===== src/rtl/pcu_pkg.sv =====
package pcu_pkg;

  // Source of the next fetch address, in rising priority order.
  typedef enum logic [1:0] {
    NXT_SEQ    = 2'd0,
    NXT_BRANCH = 2'd1,
    NXT_REGION = 2'd2,
    NXT_REG    = 2'd3
  } nxt_src_e;

  // Byte distance between consecutive instructions, as a power of two.
  localparam int unsigned WORD_SHIFT = 2;

endpackage


===== src/rtl/pcu_rst_sync.sv =====
module pcu_rst_sync #(
  parameter int unsigned STAGES = 2
) (
  input  logic clk,
  input  logic rst_n,
  output logic rst_sync_n
);

  logic [STAGES-1:0] chain_q;
  logic [STAGES-1:0] chain_d;

  generate
    if (STAGES == 1) begin : g_single
      always_comb chain_d = 1'b1;
    end else begin : g_multi
      always_comb chain_d = {chain_q[STAGES-2:0], 1'b1};
    end
  endgenerate

  always_ff @(posedge clk or negedge rst_n) begin
    if (!rst_n) begin
      chain_q <= '0;
    end else begin
      chain_q <= chain_d;
    end
  end

  assign rst_sync_n = chain_q[STAGES-1];

endmodule


===== src/rtl/pcu_target_gen.sv =====
module pcu_target_gen
  import pcu_pkg::*;
#(
  parameter int unsigned ADDR_W = 32,
  parameter int unsigned OFF_W  = 16,
  parameter int unsigned JF_W   = 26
) (
  input  logic [ADDR_W-1:0] pc_i,
  input  logic [OFF_W-1:0]  off_i,
  input  logic [JF_W-1:0]   jfield_i,
  output logic [ADDR_W-1:0] seq_addr_o,
  output logic [ADDR_W-1:0] br_addr_o,
  output logic [ADDR_W-1:0] region_addr_o
);

  localparam int unsigned EXT_W    = ADDR_W - OFF_W - WORD_SHIFT;
  localparam int unsigned REGION_W = ADDR_W - JF_W - WORD_SHIFT;
  localparam logic [ADDR_W-1:0] STEP = ADDR_W'(1) << WORD_SHIFT;

  logic [ADDR_W-1:0] off_bytes;

  // Sequential successor; it is also the base for branches and the link value.
  assign seq_addr_o = pc_i + STEP;

  // Sign-extended word offset turned into a byte offset.
  assign off_bytes = {{EXT_W{off_i[OFF_W-1]}}, off_i, {WORD_SHIFT{1'b0}}};
  assign br_addr_o = seq_addr_o + off_bytes;

  // Region jump keeps the top PC bits that the field does not cover.
  generate
    if (REGION_W > 0) begin : g_region
      assign region_addr_o = {pc_i[ADDR_W-1 -: REGION_W], jfield_i, {WORD_SHIFT{1'b0}}};
    end else begin : g_flat
      assign region_addr_o = {jfield_i[ADDR_W-WORD_SHIFT-1:0], {WORD_SHIFT{1'b0}}};
    end
  endgenerate

endmodule


===== src/rtl/pcu_select.sv =====
module pcu_select
  import pcu_pkg::*;
(
  input  logic     beq_i,
  input  logic     bne_i,
  input  logic     jump_i,
  input  logic     jal_i,
  input  logic     jreg_i,
  input  logic     zero_i,
  output nxt_src_e src_o,
  output logic     link_req_o
);

  logic br_taken;

  // Equal-compare taken on zero, unequal-compare taken on nonzero.
  assign br_taken = (beq_i & zero_i) | (bne_i & ~zero_i);

  // Fixed priority: register jump, region jump, branch, sequential.
  always_comb begin
    if (jreg_i) begin
      src_o = NXT_REG;
    end else if (jump_i | jal_i) begin
      src_o = NXT_REGION;
    end else if (br_taken) begin
      src_o = NXT_BRANCH;
    end else begin
      src_o = NXT_SEQ;
    end
  end

  // A link is requested only when the linking jump wins arbitration.
  assign link_req_o = jal_i & ~jreg_i;

endmodule


===== src/rtl/pc_branch_unit.sv =====
module pc_branch_unit
  import pcu_pkg::*;
#(
  parameter int unsigned       ADDR_W    = 32,
  parameter int unsigned       OFF_W     = 16,
  parameter int unsigned       JF_W      = 26,
  parameter int unsigned       REG_IDX_W = 5,
  parameter int unsigned       RA_INDEX  = 31,
  parameter int unsigned       SYNC_STG  = 2,
  parameter logic [ADDR_W-1:0] RESET_VEC = '0
) (
  input  logic                 clk,
  input  logic                 rst_n,
  input  logic                 stall_i,
  input  logic                 beq_i,
  input  logic                 bne_i,
  input  logic                 jump_i,
  input  logic                 jal_i,
  input  logic                 jreg_i,
  input  logic                 zero_i,
  input  logic [OFF_W-1:0]     br_off_i,
  input  logic [JF_W-1:0]      jfield_i,
  input  logic [ADDR_W-1:0]    jreg_val_i,
  output logic [ADDR_W-1:0]    pc_o,
  output logic [ADDR_W-1:0]    link_addr_o,
  output logic                 link_we_o,
  output logic [REG_IDX_W-1:0] link_dst_o
);

  logic              core_rst_n;
  logic              pc_en;
  logic [ADDR_W-1:0] pc_q;
  logic [ADDR_W-1:0] pc_d;
  logic [ADDR_W-1:0] seq_addr;
  logic [ADDR_W-1:0] br_addr;
  logic [ADDR_W-1:0] region_addr;
  nxt_src_e          src;
  logic              link_req;

  pcu_rst_sync #(.STAGES(SYNC_STG)) u_rst_sync (
    .clk        (clk),
    .rst_n      (rst_n),
    .rst_sync_n (core_rst_n)
  );

  pcu_target_gen #(
    .ADDR_W (ADDR_W),
    .OFF_W  (OFF_W),
    .JF_W   (JF_W)
  ) u_target (
    .pc_i          (pc_q),
    .off_i         (br_off_i),
    .jfield_i      (jfield_i),
    .seq_addr_o    (seq_addr),
    .br_addr_o     (br_addr),
    .region_addr_o (region_addr)
  );

  pcu_select u_select (
    .beq_i      (beq_i),
    .bne_i      (bne_i),
    .jump_i     (jump_i),
    .jal_i      (jal_i),
    .jreg_i     (jreg_i),
    .zero_i     (zero_i),
    .src_o      (src),
    .link_req_o (link_req)
  );

  // Clock enable: a stall freezes the counter.
  assign pc_en = ~stall_i;

  // Next-state selection.
  always_comb begin
    unique case (src)
      NXT_REG:    pc_d = jreg_val_i;
      NXT_REGION: pc_d = region_addr;
      NXT_BRANCH: pc_d = br_addr;
      default:    pc_d = seq_addr;
    endcase
  end

  // State register.
  always_ff @(posedge clk or negedge core_rst_n) begin
    if (!core_rst_n) begin
      pc_q <= RESET_VEC;
    end else if (pc_en) begin
      pc_q <= pc_d;
    end
  end

  assign pc_o        = pc_q;
  assign link_addr_o = seq_addr;
  assign link_we_o   = link_req & pc_en & core_rst_n;
  assign link_dst_o  = REG_IDX_W'(RA_INDEX);

endmodule


===== config.mk =====
export PLATFORM = sky130hd
export DESIGN_NAME = pc_branch_unit
export DESIGN_NICKNAME = d
export VERILOG_FILES = /design/src/rtl/pcu_pkg.sv /design/src/rtl/pcu_rst_sync.sv /design/src/rtl/pcu_target_gen.sv /design/src/rtl/pcu_select.sv /design/src/rtl/pc_branch_unit.sv
export SDC_FILE = /design/constraint.sdc
export NUM_CORES = 1
export LEC_CHECK = 0
export ABC_AREA = 1
export BUFFER_PORTS_ARGS = -buffer_cell sky130_fd_sc_hd__buf_4
export CAP_MARGIN = 25
export CORE_MARGIN = 8
export CORE_UTILIZATION = 45
export DETAILED_ROUTE_END_ITERATION = 7
export MAX_ROUTING_LAYER = met4
export PLACE_DENSITY = 0.75
export SLEW_MARGIN = 25
export SYNTH_ARGS = -nofsm -noshare
export SYNTH_HDL_FRONTEND = slang
export SYNTH_SLANG_ARGS = --single-unit

===== constraint.sdc =====
create_clock -name clk -period 1.7 [get_ports clk]
set_input_delay 0.255 -clock clk [delete_from_list [all_inputs] [get_ports clk]]
set_output_delay 0.255 -clock clk [all_outputs]
set_load 0.01 [all_outputs]

==> metrics.cfg, run 1 <==
[place]
postPlaceCellArea_sq_um = 8310
pre_cts_ws_ps = -1279
place.gp.congestion = 1.035
hpwl_um = 19210
port_buffers = 147

[synth]
syn_avg_cell_area_sq_um = 5.607
synth_seq_area_share = 0.1644
synth_cells = 923
synth-edff-count = 0
ys_async_sr_fraction = 1.000
syn-cell-area_sq_um = 5175
synth_seq_cells = 34
synth.distinct_cells = 44
synth_top_flop_cell = dfrtp_1
yosys_warnings = 0

[clock_tree]
clock_sinks = 34
cts-buffers-inserted = 5
clockBufferDepth = 2
cts.htree.levels = 2
root_buffer = clkbuf_16

[die]
ios = 153
start_util = 0.4571
die_h_um = 123.2
placementRows = 39
die_w_um = 123.2

[run_status]
haltStage = 5_1_grt
error_line = [ERROR GRT-0232] Routing congestion too high. Check the congestion heatmap in the GUI.
status = did not finish

[global_routing]
gr-total-overflow = 13
grt_max_degree = 34
grt_use_total = 0.6358

[sta]
worst_endpoint = pc_o[28]$_DFFE_PN0P_/D
worst_endpoint_kind = sequential cell input

-- what timing repair did --
action / CTS
setup endpoints to repair: 57
hold buffers: 1
gates resized for setup: 250
setup buffers: 27
pin swaps: 109
endpoints found under the hold margin: 2
-- cell usage after synthesis (2+ instances only) --
library cell,number,area (sq um)
a21o_1,3,22.52
a21oi_1,55,275.3
a221oi_1,9,78.83
buf_2,5,25.02
buf_4,11,82.58
clkbuf_1,9,33.78
dfrtp_1,34,850.8
ha_1,33,412.9
inv_1,139,521.8
inv_2,2,7.510
nand2_1,339,1272
nand2_2,3,18.77
nand2_4,2,22.52
nand3_1,73,365.4
nand3b_1,4,30.03
nand4_1,13,81.33
nor2_1,79,296.5
nor2_2,4,25.02
nor2_4,4,45.04
nor3_1,16,80.08
nor3_2,2,20.02
o211ai_1,4,30.03
o21ai_0,33,165.2
o21ai_1,2,10.01
o21bai_1,7,52.55
xnor2_1,4,35.03
xor2_1,17,148.9
-- metal layers --
layer,GRT usage,GRT overflow
met5,-,-
met4,0.5907,5
met3,0.4744,0
met2,0.8263,8
met1,0.5944,0
-- cell families after synthesis --
family                   share of synthesized area
flip-flops                                  0.1644
adder cells (fa/ha/maj)                    0.08366
AND/OR/NAND/NOR                             0.4545
XOR/XNOR                                   0.03554
AO/OA/AOI/OAI                               0.1301
other                                    0.0007246
buffers and inverters                       0.1310
-- per-stage QoR --
stage / instances / util / setup TNS (ps) / hold WS, ps
floorplan: 928 / - / -18400 / -40.59
global placement: 1376 / 0.7341 / -33200 / 38.50
detailed placement: 1376 / 0.7341 / -34920 / 40.20
CTS: 1410 / 0.8527 / -38160 / 216.1
==> run 2: changes to the inputs <==
--- a/config.mk
+++ b/config.mk
@@ -9,10 +9,9 @@
 export BUFFER_PORTS_ARGS = -buffer_cell sky130_fd_sc_hd__buf_4
 export CAP_MARGIN = 25
 export CORE_MARGIN = 8
-export CORE_UTILIZATION = 45
+export CORE_UTILIZATION = 30
 export DETAILED_ROUTE_END_ITERATION = 7
-export MAX_ROUTING_LAYER = met4
-export PLACE_DENSITY = 0.75
+export PLACE_DENSITY_LB_ADDON = 0.15
 export SLEW_MARGIN = 25
 export SYNTH_ARGS = -nofsm -noshare
 export SYNTH_HDL_FRONTEND = slang
==> metrics.cfg, run 2 <==
[setup_path]
crit_fanout = 4
path_cells = inv_1, nor3_2, buf_4, nand3b_1, nor2_2, a21o_1, nand2_2, inv_2, ha_4, buf_4, nand2_1, nand2_1, nand2_1, nand2_1, o21bai_1, nor2_1, nand3_1, nand3_2, nand2_2, nand2_2, nand2_1
crit_arrival_ps = 3090
worst_path_dominant_cell_family = simple AND/OR/NAND/NOR gates
crit_slowest_cell = dfrtp_2
critical_path_class = reg -> reg
r2r_slack_ps = -1220
critPathLaunchType = register
endpoint_kind = register
max_stage_delay_ps = 410
crit_buf_inv = 4
required_ps = 1870
path_common_cell = nand2_1

[power_and_ir_drop]
p_leak_nw = 5.514
ir_drop_mv = 0.6207
power_mw = 7.344
cellPowerDensity_nw_per_um2 = 680.0

[clock_tree]
clockBufferDepth = 2  ; unchanged
clock_sinks = 34  ; unchanged
root_buffer = clkbuf_16  ; unchanged
cts.htree.levels = 2  ; unchanged
clk_latency_ps = 290
cts-buffers-inserted = 5  ; unchanged
path_clk_slew_ps = 60
cts_tree = built

[min_path]
hold_path.class = in -> reg

[sta]
tightest_slew_ps = 797.4
setup_slack_ps = -1218
clock_skew_ps = 9.845
fmax_mhz = 342.7
slew_viol_final = 0
relSlewSlack = 0.4678
setup_violations = 57
hold_viol = 0
min_period_ps = 2918
timing.final.crit_share = 1.716
grt_setup_unrepaired = yes

[place]
port_buffers = 147  ; unchanged
place.gp.congestion = 0.9267  ; was 1.035
hpwl_um = 20810  ; was 19210 um

[die]
placementRows = 48  ; was 39
ios = 153  ; unchanged
die_h_um = 147.3  ; was 123.2 um
coreArea_sq_um = 17060
die_area_sq_um = 21710
die_w_um = 147.3  ; was 123.2 um
start_util = 0.3034  ; was 0.4571

[route]
drc_errors = 0
num_vias = 7592
drtAntennaViolNets = 0
drt_iter0_markers = 414
drt_first_pass_iters = 7
routed_wl_um = 26820
wl_per_cell_um = 17.21
viasPerCell = 4.873

[synth]
ys_async_sr_fraction = 1.000  ; unchanged
yosys.area.top_type = nand2_1  ; unchanged
syn_avg_cell_area_sq_um = 5.607  ; unchanged
synth_top_flop_cell = dfrtp_1  ; unchanged
synth.area.top_cells = nand2_1, dfrtp_1, inv_1  ; unchanged
syn-cell-area_sq_um = 5175  ; unchanged
synth-edff-count = 0  ; unchanged
synth.distinct_cells = 44  ; unchanged
yosys_warnings = 0  ; unchanged
synthTopCellsByCount = nand2_1, inv_1, nor2_1  ; unchanged
yosys.area.top_type_share = 0.2459  ; unchanged
synth_seq_cells = 34  ; unchanged
synth_seq_area_share = 0.1644  ; unchanged
synth.most_common_cell = nand2_1  ; unchanged
synth_cells = 923  ; unchanged

[run_status]
violations = negative setup slack
status = finished with violations  ; was did not finish

[global_routing]
grt_use_total = 0.2361
grt_pass1_wl_um = 40350
grt_pass1_vias = 7660
grt_max_degree = 33
grt_antenna_before_repair = 0
gr-total-overflow = 0

[run]
cap_violations = 0

[final_layout]
nets = 1449
area_growth_pct = 108.7
layout_common_cells = buf_4, nand2_1, inv_1, nand2_2, buf_6
antennaDiodeCount = 0
largest_reg_flops = 32
drive_gt1_frac = 0.5956
final_common_cell = buf_4
fin_util = 0.6332

## run 2: cell counts after synthesis
No cell type changed its count.
## run 2: worst paths after layout
path / startpoint / cells past startpoint / to
max: pc_o[16]$_DFFE_PN0N_ / 21 / pc_o[27]$_DFFE_PN0N_
min in group asynchronous: rst_n / 2 / u_rst_sync.chain_q[1]$_DFF_PN0_
max reg2reg: pc_o[16]$_DFFE_PN0N_ / 21 / pc_o[27]$_DFFE_PN0N_
min reg2reg: u_rst_sync.chain_q[0]$_DFF_PN0_ / 0 / u_rst_sync.chain_q[1]$_DFF_PN0_
max in group asynchronous: u_rst_sync.chain_q[1]$_DFF_PN0_ / 1 / pc_o[9]$_DFFE_PN0N_
min: jreg_val_i[1] / 3 / pc_o[1]$_DFFE_PN0P_
## run 2: metrics by stage
step	worst slack, ps	hold WS, ps	area [sq um]	cells	TNS, ps
floorplan	-830.8	-40.59	5717	928	-18400
global placement	-1347	38.20	8636	1491	-34190
detailed placement	-1391	40.67	8636	1491	-35590
CTS	-1184	212.7	10100	1535	-40940
global route	-1328	235.4	10800	1558	-48330
finish	-1218	209.4	10800	1558	-42230
## run 2: cells by family after synthesis
family                   count (synthesis)  synth area share
adder cells (fa/ha/maj)                 34           0.08366
AO/OA/AOI/OAI                          118            0.1301
buffers and inverters                  168            0.1310
flip-flops                              34            0.1644
XOR/XNOR                                21           0.03554
other                                    1         0.0007246
AND/OR/NAND/NOR                        547            0.4545
## run 2: repair_timing
item / CTS / global route
hold buffers: 1 / 0
gates resized for setup: 270 / 127
endpoints found under the hold margin: 2 / 0
setup buffers: 40 / 26
pin swaps: 107 / 76
endpoints found under the setup margin: 57 / 57
## run 2: area by class of cell
cell class | count | area (sq um)
well taps | 225 | 281.5
multi-input cells | 726 | 5489
flip-flops and latches | 34 | 868.3
fillers | 1547 | 6256
clock buffers | 7 | 142.6
inverters | 142 | 555.5
repair buffers | 423 | 3458
clock inverters | 1 | 5.005
## run 2: worst reg2reg max path: stages, from the launching register on
cell	delay, ps
dfrtp_2	410
inv_1	80
nor3_2	200
buf_4	130
nand3b_1	100
nor2_2	160
a21o_1	150
nand2_2	100
inv_2	120
ha_4	220
buf_4	150
nand2_1	50
nand2_1	80
nand2_1	70
nand2_1	70
o21bai_1	170
nor2_1	160
nand3_1	100
nand3_2	110
nand2_2	70
nand2_2	80
nand2_1	50
## run 2: report_power, final
group	switching [mW]	internal [mW]
Clock	0.367	0.582
Combinational	2.74	2.61
Sequential	0.130	0.922
## run 2: per-layer routing
layer	part of all wire	up-vias	GRT usage
met2	0.49	212	0.4007
met3	0.041	47	0.02369
li1	-	3741	-
met5	0	-	0
met4	0.032	0	0.09077
met1	0.44	3592	0.3019
No activity file was read; power rests on OpenSTA's default activity.
